## config.mk

```make
export PLATFORM = sky130hd
export DESIGN_NAME = flash_op_sequencer
export DESIGN_NICKNAME = d
export VERILOG_FILES = /design/src/rtl/flash_seq_pkg.sv /design/src/rtl/flash_cmd_decode.sv /design/src/rtl/flash_timing_unpack.sv /design/src/rtl/flash_phase_timer.sv /design/src/rtl/flash_op_sequencer.sv
export SDC_FILE = /design/constraint.sdc
export NUM_CORES = 1
export LEC_CHECK = 0
export CORE_AREA = 10 10 184 100
export DETAILED_ROUTE_END_ITERATION = 7
export DIE_AREA = 0 0 194 110
export GPL_TIMING_DRIVEN = 0
export PLACE_DENSITY = 0.75
export SYNTH_ARGS = -nofsm -noshare
export SYNTH_HDL_FRONTEND = slang
export SYNTH_HIERARCHICAL = 1
export SYNTH_SLANG_ARGS = --single-unit
```

## constraint.sdc

```tcl
create_clock -name clk -period 4.88 [get_ports clk]
set_input_delay 0.976 -clock clk [delete_from_list [all_inputs] [get_ports clk]]
set_output_delay 0.976 -clock clk [all_outputs]
set_load 0.02 [all_outputs]
```

## src/rtl/flash_seq_pkg.sv

```systemverilog
package flash_seq_pkg;

    localparam int CTRL_W     = 9;
    localparam int CB_SLEEP   = 0;
    localparam int CB_MASS    = 3;
    localparam int CB_PAGE    = 4;
    localparam int CB_PROG    = 5;
    localparam int CB_REFC    = 6;
    localparam int CB_RECALL  = 7;
    localparam int CB_AUTO    = 8;

    localparam int NVH_W   = 16;
    localparam int ERASE_W = 24;
    localparam int PROG_W  = 16;
    localparam int H100_W  = 8;
    localparam int T10_W   = 4;

    typedef enum logic [2:0] {
        OP_NONE   = 3'd0,
        OP_MASS   = 3'd1,
        OP_PAGE   = 3'd2,
        OP_PROG   = 3'd3,
        OP_REFC   = 3'd4,
        OP_RECALL = 3'd5
    } op_e;

    typedef enum logic [2:0] {
        ST_IDLE,
        ST_SETUP,
        ST_ACTIVE,
        ST_HOLD,
        ST_RECALL,
        ST_DONE
    } state_e;

    typedef struct packed {
        logic [NVH_W-1:0]   nvh;
        logic [ERASE_W-1:0] erase;
        logic [PROG_W-1:0]  prog;
        logic [H100_W-1:0]  h100;
        logic [T10_W-1:0]   t10;
    } timing_t;

endpackage

```

## src/rtl/flash_cmd_decode.sv

```systemverilog
module flash_cmd_decode
    import flash_seq_pkg::*;
(
    input  logic [CTRL_W-1:0] wdata,
    output op_e               op
);
    // lowest-numbered command bit wins
    always_comb begin
        if (wdata[CB_MASS])
            op = OP_MASS;
        else if (wdata[CB_PAGE])
            op = OP_PAGE;
        else if (wdata[CB_PROG] || wdata[CB_AUTO])
            op = OP_PROG;
        else if (wdata[CB_REFC])
            op = OP_REFC;
        else if (wdata[CB_RECALL])
            op = OP_RECALL;
        else
            op = OP_NONE;
    end
endmodule

```

## src/rtl/flash_timing_unpack.sv

```systemverilog
module flash_timing_unpack
    import flash_seq_pkg::*;
#(
    parameter int WORD_W = 32
) (
    input  logic [WORD_W-1:0] t0_word,
    input  logic [WORD_W-1:0] t1_word,
    input  logic [WORD_W-1:0] t2_word,
    output timing_t           fields
);
    localparam int NVH_LSB  = 16;
    localparam int H100_LSB = 16;
    localparam int T10_LSB  = 24;

    always_comb begin
        fields.nvh   = t0_word[NVH_LSB +: NVH_W];
        fields.erase = t1_word[0 +: ERASE_W];
        fields.prog  = t2_word[0 +: PROG_W];
        fields.h100  = t2_word[H100_LSB +: H100_W];
        fields.t10   = t2_word[T10_LSB +: T10_W];
    end
endmodule

```

## src/rtl/flash_phase_timer.sv

```systemverilog
module flash_phase_timer #(
    parameter int CNT_W = 24
) (
    input  logic             clk,
    input  logic             rst_n,
    input  logic             load,
    input  logic [CNT_W-1:0] len,
    output logic             expired
);
    logic [CNT_W-1:0] cnt_q;

    // a length of zero behaves as one cycle
    always_ff @(posedge clk or negedge rst_n) begin
        if (!rst_n)
            cnt_q <= '0;
        else if (load)
            cnt_q <= (len == '0) ? '0 : len - 1'b1;
        else if (cnt_q != '0)
            cnt_q <= cnt_q - 1'b1;
    end

    assign expired = (cnt_q == '0);
endmodule

```

## src/rtl/flash_op_sequencer.sv

```systemverilog
module flash_op_sequencer
    import flash_seq_pkg::*;
#(
    parameter int ADDR_W     = 32,
    parameter int WORD_W     = 32,
    parameter int PAGE_SHIFT = 12,
    localparam int PAGE_W    = ADDR_W - PAGE_SHIFT
) (
    input  logic              clk,
    input  logic              rst_n,
    input  logic              cmd_we,
    input  logic [CTRL_W-1:0] cmd_wdata,
    input  logic [WORD_W-1:0] timing0,
    input  logic [WORD_W-1:0] timing1,
    input  logic [WORD_W-1:0] timing2,
    input  logic [ADDR_W-1:0] addr,
    output logic              busy,
    output logic              op_done,
    output logic [2:0]        op_sel,
    output logic              ph_setup,
    output logic              ph_active,
    output logic              ph_hold,
    output logic              ph_recall,
    output logic [PAGE_W-1:0] page_idx,
    output logic              macro_sleep
);
    localparam int CNT_W = ERASE_W;

    state_e            state_q, state_n;
    op_e               dec_op, op_q;
    timing_t           tim_in, tim_q;
    logic [PAGE_W-1:0] page_q;
    logic              sleep_q;
    logic              can_accept, start;
    logic              tmr_load, tmr_exp;
    logic [CNT_W-1:0]  tmr_len;

    flash_cmd_decode u_dec (
        .wdata (cmd_wdata),
        .op    (dec_op)
    );

    flash_timing_unpack #(.WORD_W(WORD_W)) u_unpack (
        .t0_word (timing0),
        .t1_word (timing1),
        .t2_word (timing2),
        .fields  (tim_in)
    );

    assign can_accept = cmd_we && ((state_q == ST_IDLE) || (state_q == ST_DONE));
    assign start      = can_accept && (dec_op != OP_NONE);

    // state register
    always_ff @(posedge clk or negedge rst_n) begin
        if (!rst_n)
            state_q <= ST_IDLE;
        else
            state_q <= state_n;
    end

    // command snapshot
    always_ff @(posedge clk or negedge rst_n) begin
        if (!rst_n) begin
            op_q    <= OP_NONE;
            tim_q   <= '0;
            page_q  <= '0;
            sleep_q <= 1'b0;
        end else begin
            if (can_accept)
                sleep_q <= cmd_wdata[CB_SLEEP];
            if (start) begin
                op_q   <= dec_op;
                tim_q  <= tim_in;
                page_q <= addr[PAGE_SHIFT +: PAGE_W];
            end
        end
    end

    // next state
    always_comb begin
        state_n = state_q;
        unique case (state_q)
            ST_IDLE:   if (start) state_n = ST_SETUP;
            ST_SETUP:  if (tmr_exp) state_n = (op_q == OP_RECALL) ? ST_RECALL : ST_ACTIVE;
            ST_ACTIVE: if (tmr_exp) state_n = ST_HOLD;
            ST_HOLD:   if (tmr_exp) state_n = ST_DONE;
            ST_RECALL: if (tmr_exp) state_n = ST_DONE;
            ST_DONE:   state_n = start ? ST_SETUP : ST_IDLE;
            default:   state_n = ST_IDLE;
        endcase
    end

    // phase length for the state being entered; timing comes from the
    // snapshot, or straight from the inputs on the start cycle
    always_comb begin
        tmr_len = '0;
        unique case (state_n)
            ST_SETUP:  tmr_len = CNT_W'(start ? tim_in.t10 : tim_q.t10);
            ST_ACTIVE: tmr_len = (op_q == OP_PROG) ? CNT_W'(tim_q.prog) : tim_q.erase;
            ST_HOLD:   tmr_len = CNT_W'(tim_q.nvh);
            ST_RECALL: tmr_len = CNT_W'(tim_q.h100);
            ST_IDLE, ST_DONE: tmr_len = '0;
            default:   tmr_len = '0;
        endcase
    end

    assign tmr_load = (state_n != state_q);

    flash_phase_timer #(.CNT_W(CNT_W)) u_tmr (
        .clk     (clk),
        .rst_n   (rst_n),
        .load    (tmr_load),
        .len     (tmr_len),
        .expired (tmr_exp)
    );

    // outputs
    always_comb begin
        busy      = 1'b0;
        op_done   = 1'b0;
        ph_setup  = 1'b0;
        ph_active = 1'b0;
        ph_hold   = 1'b0;
        ph_recall = 1'b0;
        unique case (state_q)
            ST_IDLE:   ;
            ST_SETUP:  begin busy = 1'b1; ph_setup  = 1'b1; end
            ST_ACTIVE: begin busy = 1'b1; ph_active = 1'b1; end
            ST_HOLD:   begin busy = 1'b1; ph_hold   = 1'b1; end
            ST_RECALL: begin busy = 1'b1; ph_recall = 1'b1; end
            ST_DONE:   op_done = 1'b1;
            default:   ;
        endcase
    end

    assign op_sel      = op_q;
    assign page_idx    = page_q;
    assign macro_sleep = sleep_q;

endmodule

```

Word-level counts from Yosys, hierarchy flattened:

Cells that the tools add are included.

* add/sub/neg operators: 2
* equality and inequality tests: 12
* muxes and demuxes: 24
* reductions and logical operators: 12

Operator list (number)
* 24-bit 2-to-1 mux: 4
* 24-bit one-hot mux with 4 select lines: 1
* 24-bit logical NOT: 2
* 24-bit by 1-bit subtractor with 24-bit output, second input constant: 2
* 3-bit 2-to-1 mux: 10
* 24-bit nonzero test: 1
* 3-bit by 2-bit equality test with 1-bit output, second input constant: 5
* 3-bit one-hot mux with 5 select lines: 1
* 3-bit equality test, second input constant: 4
* 1-bit 2-to-1 mux: 7
* 3-bit by 1-bit equality test with 1-bit output, second input constant: 2
* 4-bit 2-to-1 mux: 1
* 4-bit OR reduction: 1
* 3-bit logical NOT: 1
* 3-bit inequality test: 1
* 3-bit nonzero test: 1
* 1-bit logical AND: 2
* 1-bit logical OR: 2
* 2-bit nonzero test: 1
* 2-bit OR reduction: 1

* bits in registers: 119
* input bits: 140
* output and inout port bits: 30
* word-level logic and storage cells: 60

Logic depth before layout (Yosys ltp):

Gate-level depths: netlist of run 1.

* depth in word-level cells: 14
* depth in mapped cells: 21
* mapped depth without buffers: 16

By module:

The synthesis of run 1 kept the hierarchy.

By module, submodules not included
* flash_op_sequencer: instances 1, cells an instance 317, area an instance 4309.1 um^2, seq. area each 2377.3 um^2
* flash_phase_timer: instances 1, cells an instance 205, area an instance 1790.5 um^2, seq. area each 600.6 um^2
* flash_timing_unpack: instances 1, cells an instance 68, area an instance 510.5 um^2, seq. area each 0.0 um^2
* flash_cmd_decode: instances 1, cells an instance 7, area an instance 48.8 um^2, seq. area each 0.0 um^2

Least setup slack after synthesis of run 1:

Ideal clock, no wire load.

* path kind: reg-to-reg
* start point: register u_tmr.cnt_q[4]
* end point: register u_tmr.cnt_q[15]
* setup time: 120 ps
* arrival: 4528 ps
* path slack: 232 ps
* stages on the path, launching flop included: 20
* buffers on the path: 6
* clock period less this slack: 4648 ps
* cells stage by stage: dfrtp_1 > nor4_1 > and4b_1 > clkbuf_1 > and3_1 > buf_2 > buf_2 > buf_6 > mux2i_1 > nor2_1 > a311oi_4 > buf_4 > a211oi_1 > nor4_1 > nand3_1 > or3_1 > buf_6 > nand2_8 > o22ai_1 > a31o_1

* word-level cells in the longest chain between the ends: 8

RTL lines
* start, declared: line flash_phase_timer.sv:10 `logic [CNT_W-1:0] cnt_q;`
* start signal, assigned: line flash_phase_timer.sv:17 `cnt_q <= (len == '0) ? '0 : len - 1'b1;`
* start signal, assigned: line flash_phase_timer.sv:19 `cnt_q <= cnt_q - 1'b1;`
* 24-bit logical NOT (*): line flash_phase_timer.sv:22 `assign expired = (cnt_q == '0);`
* net tmr_exp: line flash_op_sequencer.sv:35 `logic tmr_load, tmr_exp;`
* 3-bit 2-to-1 mux, on equally long branches
* 3-bit one-hot mux with 5 select lines (*): line flash_op_sequencer.sv:82 `unique case (state_q)`
* 3-bit equality test (tied with other cells): line flash_op_sequencer.sv:97 `unique case (state_n)`
* 24-bit one-hot mux with 4 select lines (*): line flash_op_sequencer.sv:97
* net tmr_len[10]: line flash_op_sequencer.sv:36 `logic [CNT_W-1:0] tmr_len;`
* 24-bit by 1-bit subtractor with 24-bit output / 24-bit logical NOT (equally long branches): line flash_phase_timer.sv:17
* 24-bit 2-to-1 mux (*): line flash_phase_timer.sv:17
* 24-bit 2-to-1 mux (*): line flash_phase_timer.sv:16 `else if (load)`

The timed path passes the listed nets; every way through them passes the cells marked *. The select of a mux whose other input is x is not followed.
A chain may end at the register's enable or synchronous reset.

Worst setup path after layout of run 1:

* start point: input port cmd_wdata[4]
* end point: register u_tmr.cnt_q[14]

* word-level cells in the longest chain between the ends: 11

RTL lines
* start, declared: line flash_op_sequencer.sv:12 `input logic [CTRL_W-1:0] cmd_wdata,`
* 3-bit 2-to-1 mux (*): line flash_cmd_decode.sv:11 `else if (wdata[CB_PAGE])`
* 3-bit 2-to-1 mux (*): line flash_cmd_decode.sv:9 `if (wdata[CB_MASS])`
* net dec_op[2]: line flash_op_sequencer.sv:30 `op_e dec_op, op_q;`
* 3-bit nonzero test (*): line flash_op_sequencer.sv:51 `assign start = can_accept && (dec_op != OP_NONE);`
* 1-bit logical AND (*): line flash_op_sequencer.sv:51
* 1-bit 2-to-1 mux / 3-bit 2-to-1 mux (equally long branches): line flash_op_sequencer.sv:88, flash_op_sequencer.sv:83
* 3-bit one-hot mux with 5 select lines: line flash_op_sequencer.sv:82
* 3-bit equality test (tied with other cells): line flash_op_sequencer.sv:97
* 24-bit one-hot mux with 4 select lines (*): line flash_op_sequencer.sv:97
* net tmr_len[0]: line flash_op_sequencer.sv:36
* 24-bit by 1-bit subtractor with 24-bit output / 24-bit logical NOT (equally long branches): line flash_phase_timer.sv:17
* 24-bit 2-to-1 mux (*): line flash_phase_timer.sv:17
* 24-bit 2-to-1 mux (*): line flash_phase_timer.sv:16

The timed path passes the listed nets; every way through them passes the cells marked *.

==> key figures, run 1 <==
Floorplan
  – I/O Pins: 170
  – Die X: ~190 um
  – Die Ht: 110 um
  – Initial core utilization: 44.0%
  – DIE AREA: 21300 sq um
  – Std cell rows: 32
  – Core ar.: 15100 sq um

Run status
  – Status: finished, final reports clean

Timing
  – Fmax: 213 MHz
  – Final setup violation count: 0
  – Final Hold Viols: 0
  – Final Skew: 0.0191 ns
  – Setup TNS: 0 ns
  – Worst-margin pin slew: about 1.2 ns
  – Fin. max-slew vios: 0
  – Final period util: a little over nine tenths
  – Fin crit period: about 4.7 ns
  – Slew margin rel.: 21.7%

Route
  – Final wirelength: approximately 18 mm
  – Vias per std cell: about 5.4
  – Drt pass-1 iters: 5
  – First DRT Iteration DRCs: between 300 and 400
  – Remaining DRCs: 0
  – Antenna-violating nets left: 0
  – Via count: between 4000 and 5000
  – DR WL/cell: between 15 and 20 um

Global routing
  – Vias in the first global route: a little over 5000
  – First-pass GRT wire length: 27.7 mm
  – Overflow after GRT: 0
  – Pin count of the biggest net entering global routing: between 100 and 150
  – Total track usage: 16.3%
  – Initial antenna violation count: 0

Cells and area
  – Area Overhead vs Synth: 24.7%
  – Layout Nets: roughly 830
  – Share of cells above drive strength 1: 36.3%
  – Diode count: 0

Critical path
  – Critical Path End Type: flip-flop
  – Cell chain of the critical path: clkdlybuf4s50_1 > nor3_2 > nor3b_2 > o31ai_2 > nor3_2 > buf_4 > mux2_1 > nor2_1 > o32ai_2 > inv_1 > ha_1 > or4b_2 > or3_1 > buf_6 > nand2_8 > buf_6 > o22ai_1
  – CP max stage delay: 0.64 ns
  – Startpoint Class: input port
  – Critical path arrival: 4.97 ns
  – Critical path class: input port to flip-flop
  – Critical Path RT: ~5 ns
  – CP max stage cell: or4b_2
  – Worst Path Max Fanout: 10

Synth
  – Count of cell types in the netlist: 56
  – Post-synthesis register bit count: between 100 and 150
  – Seq/Total Area, Yosys: between 40 and 50%
  – Post-synth design cell area: roughly 6700 sq um
  – Primary FF master, synth: dfrtp_1
  – Syn nets: roughly 740
  – Synth Instances: 597
  – Number of flops mapped to enable cells by yosys: 0
  – Mean Syn Cell Area: around 11 sq um
  – Synth Warn #: 6
  – FFs w/ async S/R, synth: 100%

Pwr
  – Internal power: ~0.0034 W
  – NetSw: 0.00201 W
  – Switching power share of the total: 37.5%
  – Share of power burned in registers: about a third
  – Combinational power share: between 40% and 50%
  – Clock power share: ~22%
  – Total power: approximately 0.0054 W
  – Pwr Density: between 600 and 700 nW/um^2
  – Peak supply drop: about 0.00027 V
  – Lkg Pwr: roughly 3.5 nW

Clock tree
  – Number of CTS-inserted buffers: 17
  – Clock Latency Late Sink: about 0.42 ns
  – Clock root cell: clkbuf_16
  – Clock buffer depth: 2
  – TritonCTS clock tree: built
  – Clock-pin slew on the worst setup and hold paths: about 0.060 ns
  – Htree depth: 4
  – TritonCTS sink count: 119

Run
  – Max cap viols: 0

Worst hold path
  – Hold Path Class: input port to async pin

Placement
  – Port buffer count: approximately 60
  – GPL Wtd Cong: between 0.9 and 1
  – Hpwl dp: roughly 13 mm
-- registers in the layout, indices dropped and copies added (netlist names) --
signal       flops
tim_q           68
u_tmr/cnt_q     24
page_idx        20
op_sel           3
state_q          3
macro_sleep      1
-- power by group through the flow --
stage               Combinational, W  Clock, W  Sequential [W]
global placement             0.00214         0         0.00174
detailed placement           0.00221         0         0.00177
finish                       0.00239   0.00120         0.00177
floorplan                    0.00145         0         0.00181
global route                 0.00258   0.00127         0.00183
CTS                          0.00226   0.00122         0.00177
-- metal layers --
layer	vias up	wire, um	part of all wire [%]	GRT usage (%)
met5	-	0	0	0
met4	0	102	0.58	4.42
met3	9	1740	9.9	6.60
met2	202	7290	42	23.8
met1	2413	8420	48	22.0
li1	2222	-	-	-
-- cell usage after synthesis, drive strengths merged (2+ instances only) --
master | number | area share [%]
buf | 94 | 10
o2bb2ai | 5 | 0.66
nand4 | 2 | 0.19
nor2b | 2 | 0.19
or3 | 2 | 0.19
and2 | 10 | 0.94
xor2 | 14 | 2.0
o21ai | 5 | 0.38
nor4 | 13 | 1.2
a211oi | 9 | 1.0
mux2 | 91 | 15
o32ai | 4 | 0.53
and3b | 4 | 0.53
and3 | 2 | 0.19
nand3 | 12 | 0.90
a211o | 4 | 0.53
dfrtp | 119 | 45
xnor2 | 29 | 3.8
clkbuf | 2 | 0.11
a21oi | 16 | 1.2
nand3b | 3 | 0.34
inv | 10 | 0.60
o21bai | 2 | 0.23
nor3 | 13 | 1.3
nand2 | 17 | 1.2
nor2 | 46 | 2.6
ha | 4 | 0.75
o31a | 3 | 0.39
nor3b | 7 | 0.86
o22ai | 16 | 1.5
o31ai | 3 | 0.41
a31o | 2 | 0.26
mux2i | 17 | 2.6
or4 | 5 | 0.62
-- final timing paths --
check / endpoint / slack, ns / startpoint / depth (start not counted)
hold reg to reg: page_idx[0] / 0.50 / page_idx[0] / 1
min in group clk: page_idx[0] / 0.50 / page_idx[0] / 1
hold / removal: macro_sleep / 0.39 / rst_n / 1
setup reg to reg: u_tmr/cnt_q[14] / 0.19 / u_tmr/cnt_q[16] / 18
setup / recovery: u_tmr/cnt_q[14] / 0.18 / cmd_wdata[4] / 17
max in group asynchronous: tim_q[23] / 3.74 / rst_n / 2
-- placed cells by master (no fill, tap or decap), types with 16 or more instances in the layout --
| master | synthesis | routed |
|---|---|---|
| o22ai_1 | 16 | 16 |
| mux2i_1 | 17 | 17 |
| dfrtp_1 | 119 | 119 |
| a21oi_1 | 16 | 16 |
| mux2_2 | 88 | 88 |
| nor2_1 | 46 | 44 |
| clkbuf_16 | 0 | 17 |
| clkdlybuf4s50_1 | 0 | 58 |
| xnor2_1 | 29 | 29 |
| buf_4 | 71 | 78 |
-- cells by family after synthesis --
family | share of synthesized area (%)
AOI/OAI and AO/OA | 7.84
xor gates and xnor gates | 5.77
adders and majority gates | 0.752
buffers and inverters | 10.8
DFF | 44.7
muxes | 17.9
and+or+nand+nor | 12.2
-- area by class of cell --
| type | instances | area, sq um |
|---|---|---|
| fill | 1294 | 6830 |
| multi-input combinational | 372 | 3100 |
| sequential | 119 | 2980 |
| buffer | 94 | 683 |
| timing repair buffer | 67 | 672 |
| clock buffer | 18 | 429 |
| tap | 204 | 255 |
| clock inverter | 14 | 141 |
| inverter | 10 | 40.0 |
-- stage by stage --
step	hold WS [ns]	utilization, %	setup slack (ns)	instances	instance area, sq um
after floorplan	0.455	-	0.232	597	6660
after global placement	0.486	49.6	-1.62	860	7500
after detailed placement	0.492	49.8	-0.999	861	7530
after CTS	0.381	53.9	0.0220	894	8160
after global routing	0.382	54.9	-0.00679	898	8300
final	0.385	54.9	0.183	898	8300
-- worst max-delay path: cells and delay by family --
| kind | cells | cell delay, ns |
|---|---|---|
| simple gates | 7 | 1.93 |
| fa+ha+maj | 1 | 0.15 |
| buf+inv | 5 | 1.15 |
| compound gates | 3 | 0.34 |
| mux | 1 | 0.40 |
-- what timing repair did --
action / in CTS / in global routing
hold buffers: 0 / 0
setup endpoints to repair: 24 / 24
buffers inserted: 3 / 4
gates resized for setup: 7 / 22
gates cloned: 0 / 0
pin swaps: 3 / 6
Power figures use the tool's default switching activity.
==> run 2, diff against run 1 <==
Settings changed: ABC_AREA set to 1, CORE_AREA 10 10 184 100 to 10 10 191 103, DIE_AREA 0 0 194 110 to 0 0 201 113, PLACE_DENSITY 0.75 to 0.76, TNS_END_PERCENT set to 1.
==> key figures, run 2 <==
Run status
  – Status: finished, final reports clean

Route
  – Antenna-violating nets left: 0
  – Final wirelength: roughly 21 mm
  – DR WL/cell: approximately 15 um
  – Drt pass-1 iters: 7
  – Remaining DRCs: 0
  – Via count: 6658
  – Vias per std cell: just under 5
  – First DRT Iteration DRCs: ~650

Pwr
  – Total power: approximately 0.0063 W
  – Peak supply drop: roughly 0.00032 V
  – Pwr Density: around 710 nW/um^2
  – Lkg Pwr: around 4.6 nW

Floorplan
  – DIE AREA: 22700 sq um
  – Initial core utilization: a little under half
  – Core ar.: between 15000 and 20000 sq um
  – I/O Pins: between 150 and 200
  – Die X: approximately 200 um
  – Std cell rows: 33
  – Die Ht: between 100 and 150 um

Global routing
  – Total track usage: a little under a fifth
  – Overflow after GRT: 0
  – Initial antenna violation count: 0
  – Pin count of the biggest net entering global routing: between 60 and 70
  – First-pass GRT wire length: between 30 and 40 mm
  – Vias in the first global route: roughly 6700

Clock tree
  – Clock buffer depth: 2
  – CTS Hold Bufs: 0
  – Clock-pin slew on the worst setup and hold paths: ~0.06 ns
  – TritonCTS sink count: about 120
  – Clock root cell: clkbuf_16
  – Number of CTS-inserted buffers: 17
  – CTS resizes: 0
  – Htree depth: 4
  – Clock Latency Late Sink: roughly 0.42 ns
  – Setup Buffers After CTS: 0
  – TritonCTS clock tree: built

Critical path
  – Critical Path End Type: flip-flop
  – Cell chain of the critical path: clkdlybuf4s50_1 > nor2_4 > nand2_1 > nand2_1 > nand2_1 > inv_1 > nand3_1 > nand3_2 > nand3_4 > nor2_2 > nand3_1 > nand3_1 > inv_1 > ha_1 > inv_1 > nor2_1 > nand2_1 > nor2_1 > nand3_2 > nand2_2 > inv_2 > buf_6 > nand3_1 > a21oi_1
  – Top Family by Delay on Critical Path: simple AND/OR/NAND/NOR gates
  – R2r startpoint: u_tmr/cnt_q[0]
  – CP max stage delay: approximately 0.44 ns
  – Critical R2R Capture: u_tmr/cnt_q[16]
  – Worst Path Max Fanout: 10
  – Critical path arrival: between 4 and 5 ns
  – Buffers & Inverters on Critical Path: 6
  – Critical Path RT: 5.22 ns
  – CP max stage cell: clkdlybuf4s50_1
  – Reg2Reg Depth: 25
  – Worst R2R Setup Slack: approximately 1.1 ns
  – Startpoint Class: input port
  – Critical path class: input port to flip-flop

Synth
  – Count of cell types in the netlist: 39
  – Syn nets: between 1000 and 1500
  – Most frequent cell after synthesis: nand2_1
  – Primary FF master, synth: dfrtp_1
  – Top post-synthesis cells by count: 438 x nand2_1, 119 x dfrtp_1, 89 x nor2_1
  – FFs w/ async S/R, synth: 100%
  – Number of flops mapped to enable cells by yosys: 0
  – Post-synthesis register bit count: roughly 120
  – Cell taking the most area after synthesis: dfrtp_1
  – Synth area leaders: dfrtp_1 40%, nand2_1 22%, buf_4 7.8%
  – Area share of the largest cell type after synthesis: about 40%
  – Post-synth design cell area: roughly 7400 sq um
  – Mean Syn Cell Area: 7.12 sq um
  – Seq/Total Area, Yosys: between 30% and 40%
  – Synth Warn #: 6
  – Synth Instances: between 1000 and 1500

Timing
  – Final period util: around four fifths
  – Fin crit period: ~4 ns
  – Final setup violation count: 0
  – RSZ-0062 raised after global routing: false
  – Final Skew: 0.0107 ns
  – Fmax: roughly 250 MHz
  – Worst-margin pin slew: slightly below 0.6 ns
  – Slew margin rel.: about three fifths
  – Hold slack: ~0.48 ns
  – Fin. max-slew vios: 0
  – Final Hold Viols: 0

Cells and area
  – Final non-filler cell total: approximately 1400
  – Most frequent cells in the layout: 438 x nand2_1, 119 x dfrtp_1, 89 x nor2_1, 79 x nand3_1, 77 x buf_4
  – Share of cells above drive strength 1: 17.7%
  – Diode count: 0
  – Most common cell after layout, fill and taps aside: nand2_1
  – Final instance area: between 8000 and 9000 sq um
  – Area Overhead vs Synth: 20.2%
  – Layout Nets: about 1300
  – Multi-input logic area: between 3000 and 4000 sq um
  – Top reg by flops: tim_q
  – FF+latch area: between 2000 and 3000 sq um
  – Max reg flops: 68
  – Fillers: 1544

Placement
  – Hpwl dp: 16.0 mm
  – GPL Wtd Cong: between 0.8 and 0.9
  – Cell count after placement: ~1300
  – Port buffer count: 59
  – Placed Area: 8350 sq um

Worst hold path
  – Worst Min Path Start: tim_q[63]
  – Hold path depth: 2
  – Hold Path Class: flip-flop to flip-flop
  – Hold endpoint: tim_q[63]

Run
  – Max cap viols: 0
## run 2: worst max path at each step
| stage | from | end | slack [ns] | depth (start not counted) |
|---|---|---|---|---|
| after floorplan | cmd_wdata[8] | u_tmr/cnt_q[15] | 1.80 | 23 |
| after global placement | rst_n | u_tmr/cnt_q[19] | -1.80 | 1 |
| after detailed placement | cmd_wdata[8] | u_tmr/cnt_q[18] | 0.55 | 24 |
| after CTS | cmd_wdata[8] | u_tmr/cnt_q[18] | 0.97 | 24 |
| after global routing | cmd_wdata[8] | u_tmr/cnt_q[18] | 0.58 | 24 |
| final | cmd_wdata[8] | u_tmr/cnt_q[16] | 0.89 | 24 |
## run 2: through the flow
step / setup slack, ns / TNS, ns / utilization, %
6_report: 0.888 / 0 / 55.2
5_1_grt: 0.576 / 0 / 55.2
4_1_cts: 0.966 / 0 / 55.2
3_5_place_dp: 0.546 / 0 / 51.5
3_3_place_gp: -1.80 / -212.73 / 51.3
2_1_floorplan: 1.80 / 0 / -
## run 2: where the power goes
group	total (W)	switching [W]	internal, W
Sequential	0.00180	0.000330	0.00147
Clock	0.00129	0.000511	0.000780
Combinational	0.00324	0.00206	0.00117
Total	0.00632	0.00290	0.00342
## run 2: routing by layer
| layer | vias up | GRT usage (%) | part of all wire, % |
|---|---|---|---|
| li1 | 3357 | - | - |
| met1 | 3105 | 23.6 | 46 |
| met2 | 172 | 30.7 | 47 |
| met3 | 24 | 4.36 | 5.6 |
| met4 | 0 | 5.52 | 1.2 |
| met5 | - | 0 | 0 |
## run 2: tightest hold or removal path, delay by kind of cell, from the launching register on
family	cells	cell delay [ns]
AND/OR/NAND/NOR	2	0.11
flip-flops	1	0.34
## run 2: cell families after synthesis
family                     after synthesis  synth area share, %
and+or+nand+nor                        687                 40.3
AOI/OAI and AO/OA                       54                 4.47
DFF                                    119                 40.0
adders and majority gates                4                0.672
buffers and inverters                  169                 12.9
xor gates and xnor gates                13                 1.53
muxes                                    1                0.151
## run 2: layout make-up
class / count / area share [%]
inverter: 69 / 2.92
multi-input combinational: 759 / 39.2
sequential: 119 / 33.2
timing repair buffer: 60 / 6.92
tap: 227 / 3.17
buffer: 100 / 7.85
clock buffer: 18 / 4.90
clock inverter: 14 / 1.83
==> run 3, diff against run 2 <==
Clock period 4.88 ns to 3.21 ns, I/O delays scaled along.
==> key figures, run 3 (same netlist as run 2, synthesis figures left out) <==
Run
  – Max cap viols: 0

Pwr
  – Lkg Pwr: just under 5 nW
  – Total power: approximately 0.011 W
  – Clock power share: between 15 and 20%
  – Internal power: ~0.006 W
  – Share of power burned in registers: between 20% and 30%
  – Combinational power share: between 50% and 60%
  – Peak supply drop: 0.000564 V
  – NetSw: 0.00514 W
  – Pwr Density: around 1100 nW/um^2
  – Switching power share of the total: 46.1%

Cells and area
  – Top reg by flops: tim_q
  – Most frequent cells in the layout: 419 x nand2_1, 118 x buf_4, 116 x dfrtp_1, 71 x nor2_1, 58 x clkdlybuf4s50_1
  – Layout Nets: approximately 1300
  – Share of cells above drive strength 1: roughly 28%
  – Multi-input logic area: around 4000 sq um
  – FF+latch area: slightly below 3000 sq um
  – Area Overhead vs Synth: 31.8%
  – Final non-filler cell total: ~1400
  – Diode count: 0
  – Most common cell after layout, fill and taps aside: nand2_1
  – Max reg flops: 68
  – Fillers: 1406

Global routing
  – Pin count of the biggest net entering global routing: 65
  – Vias in the first global route: approximately 7000
  – Overflow after GRT: 0
  – Initial antenna violation count: 0
  – Total track usage: roughly a fifth
  – First-pass GRT wire length: 35.4 mm

Clock tree
  – Clock buffer depth: 2
  – TritonCTS sink count: between 100 and 150
  – TritonCTS clock tree: built
  – Htree depth: 4
  – Clock root cell: clkbuf_16
  – Clock-pin slew on the worst setup and hold paths: 0.06 ns
  – Clock Latency Late Sink: 0.42 ns
  – Number of CTS-inserted buffers: 17

Timing
  – PnR worst setup slack: -0.0157 ns
  – Final period util: 100%
  – Fin. max-slew vios: 0
  – Worst-margin pin slew: between 0.6 and 0.7 ns
  – Final Hold Viols: 0
  – Final Skew: a little under 0.01 ns
  – Fin crit period: around 3.2 ns
  – Final setup violation count: 1
  – Slew margin rel.: between 50% and 60%
  – RSZ-0062 raised after global routing: true
  – Fmax: roughly 310 MHz

Critical path
  – Top Family by Delay on Critical Path: simple AND/OR/NAND/NOR gates
  – Critical Path RT: ~3.6 ns
  – Critical path class: flip-flop to flip-flop
  – CP max stage cell: dfrtp_2
  – Worst Path Max Fanout: 7
  – Cell chain of the critical path: nor2_4 > nand2_2 > nor2_2 > nand3_1 > nand3b_4 > inv_4 > nor2_4 > nand3_4 > nand3_4 > buf_6 > nand3_2 > nand2_1 > inv_1 > nand3_2 > inv_2 > buf_4 > buf_4 > nand2_1 > nor2_4 > xor2_1 > nand2_1 > a21oi_2
  – Startpoint Class: flip-flop
  – Critical path arrival: between 3 and 4 ns
  – CP max stage delay: about 0.44 ns
  – Buffers & Inverters on Critical Path: 6
  – Worst R2R Setup Slack: -0.02 ns
  – Critical Path End Type: flip-flop

Run status
  – Failing checks: setup timing
  – Status: finished, violations left

Placement
  – Port buffer count: 59
  – GPL Wtd Cong: between 0.8 and 0.9
  – Hpwl dp: about 16 mm
  – Worst slack, placed: -0.790 ns
  – Cell count after placement: approximately 1300

Route
  – Antenna-violating nets left: 0
  – Vias per std cell: around 5.1
  – Final wirelength: ~23 mm
  – Remaining DRCs: 0
  – First DRT Iteration DRCs: 628
  – Drt pass-1 iters: 5
  – Via count: between 7000 and 8000
  – DR WL/cell: between 15 and 20 um

Floorplan
  – Initial core utilization: 45.9%
  – Die Ht: around 110 um
  – Die X: roughly 200 um
  – Core ar.: approximately 16000 sq um
  – Std cell rows: 33
  – I/O Pins: 170
  – DIE AREA: ~23000 sq um

Worst hold path
  – Hold Path Class: input port to async pin
==> run 3: per-layer routing <==
layer	vias up	track usage [%]	wire length, um
li1	3458	-	-
met1	3412	24.2	9780
met2	243	32.4	11100
met3	31	3.84	1350
met4	0	6.17	322
met5	-	0	0
==> run 3: timing repair <==
action / in CTS / in global routing
pin swaps: 25 / 41
hold buffers: 0 / 0
setup buffers: 32 / 10
cloned: 2 / 1
gates resized for setup: 58 / 78
setup endpoints to repair: 24 / 24
==> run 3: area by class of cell <==
type / count / area share (%)
buffer: 100 / 7.42
clock buffer: 18 / 4.47
clock inverter: 14 / 1.67
inverter: 69 / 2.74
multi-input combinational: 759 / 40.4
sequential: 119 / 30.4
tap: 227 / 2.89
timing repair buffer: 105 / 10.1
==> run 3: power by group through the flow <==
| stage | combinational (W) | sequential, W | clock (W) |
|---|---|---|---|
| 4_1_cts | 0.00570 | 0.00272 | 0.00199 |
| 3_5_place_dp | 0.00485 | 0.00272 | 0 |
| 6_report | 0.00644 | 0.00275 | 0.00197 |
| 5_1_grt | 0.00703 | 0.00283 | 0.00205 |
| 3_3_place_gp | 0.00475 | 0.00270 | 0 |
| 2_1_floorplan | 0.00334 | 0.00278 | 0 |
==> run 3: path summary, 6_finish.rpt <==
| check | start | to | cells after the start |
|---|---|---|---|
| worst max-delay path | u_tmr/cnt_q[16] | u_tmr/cnt_q[7] | 22 |
| worst min-delay path | rst_n | page_idx[6] | 1 |
| worst max register to register | u_tmr/cnt_q[16] | u_tmr/cnt_q[7] | 22 |
| worst min register to register | tim_q[63] | tim_q[63] | 2 |
| max in group asynchronous | rst_n | page_idx[19] | 2 |
| min in group clk | timing2[14] | tim_q[26] | 3 |
==> run 3: through the flow <==
stage          instance area [sq um]  hold slack (ns)  utilization [%]  setup TNS (ns)
2_1_floorplan                   7450            0.346                -               0
3_3_place_gp                    8320            0.461             51.3         -387.12
3_5_place_dp                    8350            0.464             51.5          -16.20
4_1_cts                         9430            0.200             58.1         -0.0328
5_1_grt                         9820            0.216             60.5           -1.38
6_report                        9820            0.188             60.5         -0.0157
